===== src/rtl/pwm_dbuf_pkg.sv =====
package pwm_dbuf_pkg;
  // Destination of a staged update value
  typedef enum logic {
    TGT_DUTY   = 1'b0,
    TGT_PERIOD = 1'b1
  } upd_tgt_e;
endpackage


===== src/rtl/pwm_upd_hold.sv =====
module pwm_upd_hold
  import pwm_dbuf_pkg::*;
#(
  parameter int W = 16
) (
  input  logic         clk,
  input  logic         rst_n,
  input  logic         wr,
  input  logic [W-1:0] wdata,
  input  logic         wtgt,
  input  logic         commit,
  output logic         pending,
  output logic [W-1:0] hold_val,
  output upd_tgt_e     hold_tgt
);
  // A new write always wins the pending flag, even in a commit cycle
  function automatic logic next_pending(input logic w, input logic c, input logic p);
    if (w) return 1'b1;
    if (c) return 1'b0;
    return p;
  endfunction

  always_ff @(posedge clk or negedge rst_n) begin
    if (!rst_n) begin
      pending  <= 1'b0;
      hold_val <= '0;
      hold_tgt <= TGT_DUTY;
    end else begin
      pending <= next_pending(wr, commit, pending);
      if (wr) begin
        hold_val <= wdata;
        hold_tgt <= upd_tgt_e'(wtgt);
      end
    end
  end

  assert_pend_set_R6: assert property (@(posedge clk) disable iff (!rst_n)
    wr |=> pending && hold_val == $past(wdata));
  assert_pend_clr_R6: assert property (@(posedge clk) disable iff (!rst_n)
    (commit && !wr) |=> !pending);
  assert_pend_keep_R9: assert property (@(posedge clk) disable iff (!rst_n)
    (!commit && !wr) |=> $stable(pending) && $stable(hold_val));
endmodule


===== src/rtl/pwm_live_regs.sv =====
module pwm_live_regs
  import pwm_dbuf_pkg::*;
#(
  parameter int W = 16
) (
  input  logic         clk,
  input  logic         rst_n,
  input  logic         start,
  input  logic [W-1:0] init_period,
  input  logic [W-1:0] init_duty,
  input  logic         commit,
  input  logic [W-1:0] hold_val,
  input  upd_tgt_e     hold_tgt,
  output logic [W-1:0] period,
  output logic [W-1:0] duty
);
  wire commit_period = commit && (hold_tgt == TGT_PERIOD);
  wire commit_duty   = commit && (hold_tgt == TGT_DUTY);

  always_ff @(posedge clk or negedge rst_n) begin
    if (!rst_n) begin
      period <= '0;
      duty   <= '0;
    end else if (start) begin
      period <= init_period;
      duty   <= init_duty;
    end else begin
      if (commit_period) period <= hold_val;
      if (commit_duty)   duty   <= hold_val;
    end
  end

  assert_start_load_R1: assert property (@(posedge clk) disable iff (!rst_n)
    start |=> period == $past(init_period) && duty == $past(init_duty));
  assert_no_midperiod_change_R3: assert property (@(posedge clk) disable iff (!rst_n)
    (!start && !commit) |=> $stable(period) && $stable(duty));
  assert_duty_commit_R4: assert property (@(posedge clk) disable iff (!rst_n)
    commit_duty |=> duty == $past(hold_val) && $stable(period));
  assert_period_commit_R5: assert property (@(posedge clk) disable iff (!rst_n)
    commit_period |=> period == $past(hold_val) && $stable(duty));
endmodule


===== src/rtl/pwm_counter.sv =====
module pwm_counter #(
  parameter int W = 16
) (
  input  logic         clk,
  input  logic         rst_n,
  input  logic         chan_en,
  input  logic [W-1:0] period,
  output logic         en_q,
  output logic [W-1:0] cnt,
  output logic         start,
  output logic         wrap
);
  function automatic logic [W-1:0] next_count(input logic run, input logic st,
                                              input logic wr_, input logic [W-1:0] c);
    if (!run || st || wr_) return '0;
    return c + W'(1);
  endfunction

  assign start = chan_en && !en_q;
  assign wrap  = en_q && (cnt == period);

  always_ff @(posedge clk or negedge rst_n) begin
    if (!rst_n) begin
      en_q <= 1'b0;
      cnt  <= '0;
    end else begin
      en_q <= chan_en;
      cnt  <= next_count(chan_en, start, wrap, cnt);
    end
  end

  assert_cnt_in_range_R2: assert property (@(posedge clk) disable iff (!rst_n)
    en_q |-> cnt <= period);
  assert_cnt_step_R2: assert property (@(posedge clk) disable iff (!rst_n)
    (en_q && chan_en && !wrap) |=> cnt == $past(cnt) + W'(1));
  assert_cnt_wrap_R2: assert property (@(posedge clk) disable iff (!rst_n)
    wrap |=> cnt == '0);
  assert_cnt_start_R1: assert property (@(posedge clk) disable iff (!rst_n)
    start |=> en_q && cnt == '0);
  assert_cnt_idle_R9: assert property (@(posedge clk) disable iff (!rst_n)
    !en_q |-> cnt == '0);
endmodule


===== src/rtl/pwm_wave.sv =====
module pwm_wave #(
  parameter int W = 16
) (
  input  logic         clk,
  input  logic         rst_n,
  input  logic         en_q,
  input  logic [W-1:0] cnt,
  input  logic [W-1:0] period,
  input  logic [W-1:0] duty,
  input  logic         polarity,
  output logic         pwm
);
  function automatic logic is_active(input logic [W-1:0] c, input logic [W-1:0] p,
                                     input logic [W-1:0] d);
    return (c < d) || (d >= p);
  endfunction

  logic active;
  always_comb begin
    active = en_q && is_active(cnt, period, duty);
    pwm    = active ? polarity : ~polarity;
  end

  assert_full_duty_R8: assert property (@(posedge clk) disable iff (!rst_n)
    (en_q && duty >= period) |-> pwm == polarity);
  assert_tail_inactive_R7: assert property (@(posedge clk) disable iff (!rst_n)
    (en_q && duty < period && cnt >= duty) |-> pwm == ~polarity);
  assert_idle_level_R9: assert property (@(posedge clk) disable iff (!rst_n)
    !en_q |-> pwm == ~polarity);
endmodule


===== src/rtl/pwm_dbuf_chan.sv =====
module pwm_dbuf_chan
  import pwm_dbuf_pkg::*;
#(
  parameter int CNT_W = 16
) (
  input  logic             clk,
  input  logic             rst_n,
  input  logic             chan_en,
  input  logic [CNT_W-1:0] init_period,
  input  logic [CNT_W-1:0] init_duty,
  input  logic             upd_wr,
  input  logic [CNT_W-1:0] upd_data,
  input  logic             upd_tgt,
  input  logic             polarity,
  output logic [CNT_W-1:0] cnt_out,
  output logic             pwm_out,
  output logic             upd_pending
);
  // Internal events brought out for the assertions
  logic             en_q;
  logic             start_ev;
  logic             wrap_ev;
  logic             commit_ev;
  logic [CNT_W-1:0] cnt;
  logic [CNT_W-1:0] period;
  logic [CNT_W-1:0] duty;
  logic [CNT_W-1:0] hold_val;
  upd_tgt_e         hold_tgt;

  assign commit_ev = wrap_ev && upd_pending;

  pwm_counter #(.W(CNT_W)) u_cnt (
    .clk(clk), .rst_n(rst_n), .chan_en(chan_en), .period(period),
    .en_q(en_q), .cnt(cnt), .start(start_ev), .wrap(wrap_ev)
  );

  pwm_upd_hold #(.W(CNT_W)) u_hold (
    .clk(clk), .rst_n(rst_n), .wr(upd_wr), .wdata(upd_data), .wtgt(upd_tgt),
    .commit(commit_ev), .pending(upd_pending), .hold_val(hold_val), .hold_tgt(hold_tgt)
  );

  pwm_live_regs #(.W(CNT_W)) u_live (
    .clk(clk), .rst_n(rst_n), .start(start_ev), .init_period(init_period),
    .init_duty(init_duty), .commit(commit_ev), .hold_val(hold_val),
    .hold_tgt(hold_tgt), .period(period), .duty(duty)
  );

  pwm_wave #(.W(CNT_W)) u_wave (
    .clk(clk), .rst_n(rst_n), .en_q(en_q), .cnt(cnt), .period(period),
    .duty(duty), .polarity(polarity), .pwm(pwm_out)
  );

  assign cnt_out = cnt;

  assert_commit_only_at_wrap_R3: assert property (@(posedge clk) disable iff (!rst_n)
    (upd_pending && !wrap_ev && !upd_wr) |=> upd_pending);
endmodule


===== config.mk =====
export PLATFORM = sky130hd
export DESIGN_NAME = pwm_dbuf_chan
export DESIGN_NICKNAME = d
export VERILOG_FILES = /design/src/rtl/pwm_dbuf_pkg.sv /design/src/rtl/pwm_upd_hold.sv /design/src/rtl/pwm_live_regs.sv /design/src/rtl/pwm_counter.sv /design/src/rtl/pwm_wave.sv /design/src/rtl/pwm_dbuf_chan.sv
export SDC_FILE = /design/constraint.sdc
export NUM_CORES = 1
export LEC_CHECK = 0
export ABC_AREA = 1
export BUFFER_PORTS_ARGS = -buffer_cell sky130_fd_sc_hd__buf_2
export CORE_UTILIZATION = 60
export DETAILED_ROUTE_END_ITERATION = 6
export PLACE_DENSITY = 0.94
export SLEW_MARGIN = 20
export SYNTH_ARGS = -nofsm -noshare
export SYNTH_HDL_FRONTEND = slang
export SYNTH_SLANG_ARGS = --single-unit

===== constraint.sdc =====
create_clock -name clk -period 4.4 [get_ports clk]
set_clock_uncertainty 0.1 [all_clocks]
set_input_delay 0.22 -clock clk [delete_from_list [all_inputs] [get_ports clk]]
set_output_delay 0.22 -clock clk [all_outputs]
set_load 0.005 [all_outputs]

==> metrics.txt <==
status=finished, final reports clean; Die Height=86.7 µm; DRC viols=0; clock network fraction of design power=30.3%; instance count along the most critical hold path=3; commonest cells after routing, fill and taps aside=nand2_1 (210), nand3_1 (72), buf_2 (71); count of different cell masters after synthesis=33; final slew viol count=0; total internal power=1.09 mW; signed area change from the synthesized netlist to the final layout=16.5%; PD cells=325 mW/mm²; setup repair after global routing missed its margin=false; PostCTS Resize Cnt=0; Port Buffers=71; number of placed instances with taps included=730; number of global-route vias before repair=4031; area of combinational cells with multiple inputs=0.00226 mm²; placed instance area=0.00468 mm²; global placer's final weighted congestion=0.856; Worst Path Required=4080 ps; Total Negative Setup Slacks=0 ps; start point of the critical path=u_cnt.cnt[5]$_DFF_PN0_; share of synthesized registers carrying an async set or reset=100%; share of power burned in registers=45.3%; CTS Root Buffer Type=clkbuf_8; largest vdd supply drop=0.259 mV; startpoint of the worst-slack reg-to-reg timing path=u_cnt.en_q$_DFF_PN0_; first-pass iteration count of the detailed router=5; Post-Syn Instances=581; number of fillers in the final layout=488; crit path kind=reg2out; worst setup path endpoint=pwm_out; # H-tree levels=3; Post-Synth XOR/XNOR Area=2.24%; Worst Hold Margin=12.2 ps; antenna violation net count after detailed routing=0; Remaining Overflow, GRT=0; storage element area=0.00168 mm²; effective utilization at floorplan=62.6%; fraction of the cycle the final worst path needs=56.7%; maximum operating frequency=0.401 GHz; total of flip-flops plus latches after synthesis=67; worst slew slack as a fraction of its limit=45.6%; routed vias/inst=5.38; number of cells in the finished layout apart from fillers=761; combinational family with the most area after synthesis=simple AND/OR/NAND/NOR gates; number of maximum-capacitance constraint violations=0; worst min-delay path class=in2reg; netlist area before placement=0.00430 mm²; most common cell after layout, fill and taps aside=nand2_1; sequential-to-total area share from yosys stat=39.0%; Critical Path Start Type=flip-flop; worst reg2reg setup slack=1970 ps; initial antenna violation count=0; final core area utilization=73.0%; P_sw=0.535 mW; DR vias=4093; Placeable Area=0.00687 mm²; number of post-CTS setup repair buffers=0; highest fanout seen on the critical path=8; measured slew at the worst slew-check pin=817 ps; worst r2r path cells=6; buffers from clock root to sink, at most=2; clock-pin transition on the worst setup and hold timing paths=70 ps; TritonCTS clock tree=built; mux share of post-synthesis cell area=0%; cell row count=30; worst endpoint data arrival time=2170 ps; adder-cell area share of the yosys netlist=9.31%; Fin. Hold Viols=0; Routed WL per cell=13.7 µm; CTS Buf Count=9; Top Ports=72; Die Wd=86.7 µm; relative contribution of combinational cells to total power=24.4%; final setup fails=0; wire length of the first global-routing pass=17.8 mm; total routing usage reported by global routing=30.6%; Leak Pwr=2.83 nW; diode insertion count for antenna repair=0; syn_area_per_cell=7.41 µm²; total die area=0.00751 mm²; number of sinks driven by the clock tree=67; Critical Path End Type=output pin; crit path time final=2490 ps; pin count of the biggest net entering global routing=68; count of warnings emitted by yosys=0; complex-gate fraction of the synthesized area=3.61%; worst reg2reg endpoint=u_live.duty[4]$_DFFE_PN0P_; Detailed Route WL=10.4 mm; layout cell share with drive strength beyond 1=18.5%; post-synthesis share of cell area spent on and, or, nand and nor gates=37.5%; Post-Syn Nets=667; dpl hpwl=7.28 mm; violation count after the first detailed-routing iteration=243; number of enable flip-flop cells after synthesis=0; insertion delay of the later-clocked pin in the worst-skew pair=350 ps; Post-layout nets=747; most instantiated flip-flop cell in the synthesis netlist=dfrtp_1; net switching share of the total power=32.8%; final design instance area without fill=0.00501 mm²
## critical path: stages (launching register included)
cell and delay, ps:
dfrtp_1 480, ha_1 350, a21oi_1 150, nor2_1 50, nor3_1 180, nand2_1 110
nand2_1 70, nand2_1 50, nand2_1 80, nand2_1 60, nand2_1 60, nand2_1 60
buf_2 130
## power by group through the flow
stage | Clock, mW | Sequential, mW | Combinational [mW]
after floorplan | 0 | 0.727 | 0.282
after global placement | 0 | 0.744 | 0.348
after detailed placement | 0 | 0.748 | 0.376
after CTS | 0.488 | 0.737 | 0.394
after global routing | 0.522 | 0.747 | 0.454
final | 0.494 | 0.738 | 0.397
## synth_stat cells (4+ instances only)
library cell / instances / area [µm²]
nand2_1: 210 / 788
nand3_1: 72 / 360
dfrtp_1: 67 / 1680
inv_1: 59 / 221
ha_1: 32 / 400
nor2_1: 24 / 90.1
nand2_2: 21 / 131
a21oi_1: 17 / 85.1
nor3_1: 15 / 75.1
clkbuf_1: 13 / 48.8
xor2_1: 6 / 52.6
inv_2: 5 / 18.8
xnor2_1: 5 / 43.8
o21ai_0: 4 / 20.0
## metal layers
layer | up-vias | track usage [%] | part of all wire, %
li1 | 2005 | - | -
met4 | 0 | 12.9 | 2.6
met1 | 1888 | 39.3 | 43
met5 | - | 0 | 0
met3 | 30 | 4.00 | 5.5
met2 | 170 | 52.2 | 48
## per-stage QoR
step                      setup slack, ps  power (mW)
after floorplan                      2670        1.01
after global placement               2220        1.09
after detailed placement             2020        1.12
after CTS                            1960        1.62
after global routing                 1800        1.72
final                                1910        1.63
## cell families (layout without fill, tap and decap cells)
family | after synthesis | in the layout
AO/OA/AOI/OAI | 28 | 28
XOR/XNOR | 11 | 11
adder cells (fa/ha/maj) | 32 | 32
buffers and inverters | 86 | 170
flip-flops | 67 | 67
AND/OR/NAND/NOR | 357 | 357
## worst min-delay path by stage
stage / endpoint / start
6_report: u_hold.hold_tgt$_DFFE_PN0P_ / upd_tgt
2_1_floorplan: u_cnt.cnt[0]$_DFF_PN0_ / rst_n
4_1_cts: u_hold.hold_tgt$_DFFE_PN0P_ / upd_tgt
5_1_grt: u_hold.hold_tgt$_DFFE_PN0P_ / upd_tgt
3_3_place_gp: u_hold.hold_val[5]$_DFFE_PN0P_ / upd_data[5]
3_5_place_dp: u_hold.hold_val[5]$_DFFE_PN0P_ / upd_data[5]
## state kept, by name (all words and copies together), names as in the netlist
signal,cells
u_cnt.cnt,16
u_hold.hold_val,16
u_live.duty,16
u_live.period,16
u_cnt.en_q,1
u_hold.hold_tgt,1
u_hold.pending,1
## cell type report
cell class	instances	share of cell area [%]
multi-input combinational	428	45.1
sequential	67	33.4
timing repair buffer	89	10.6
inverter	66	4.94
clock buffer	12	2.70
tap	96	2.40
clock inverter	3	0.799
## timing repair
action                                  in CTS  in global routing
hold endpoints to repair                    76                  0
endpoints found under the setup margin       0                  0
hold buffers                                16                  0
(Power assumes the default switching activity.)
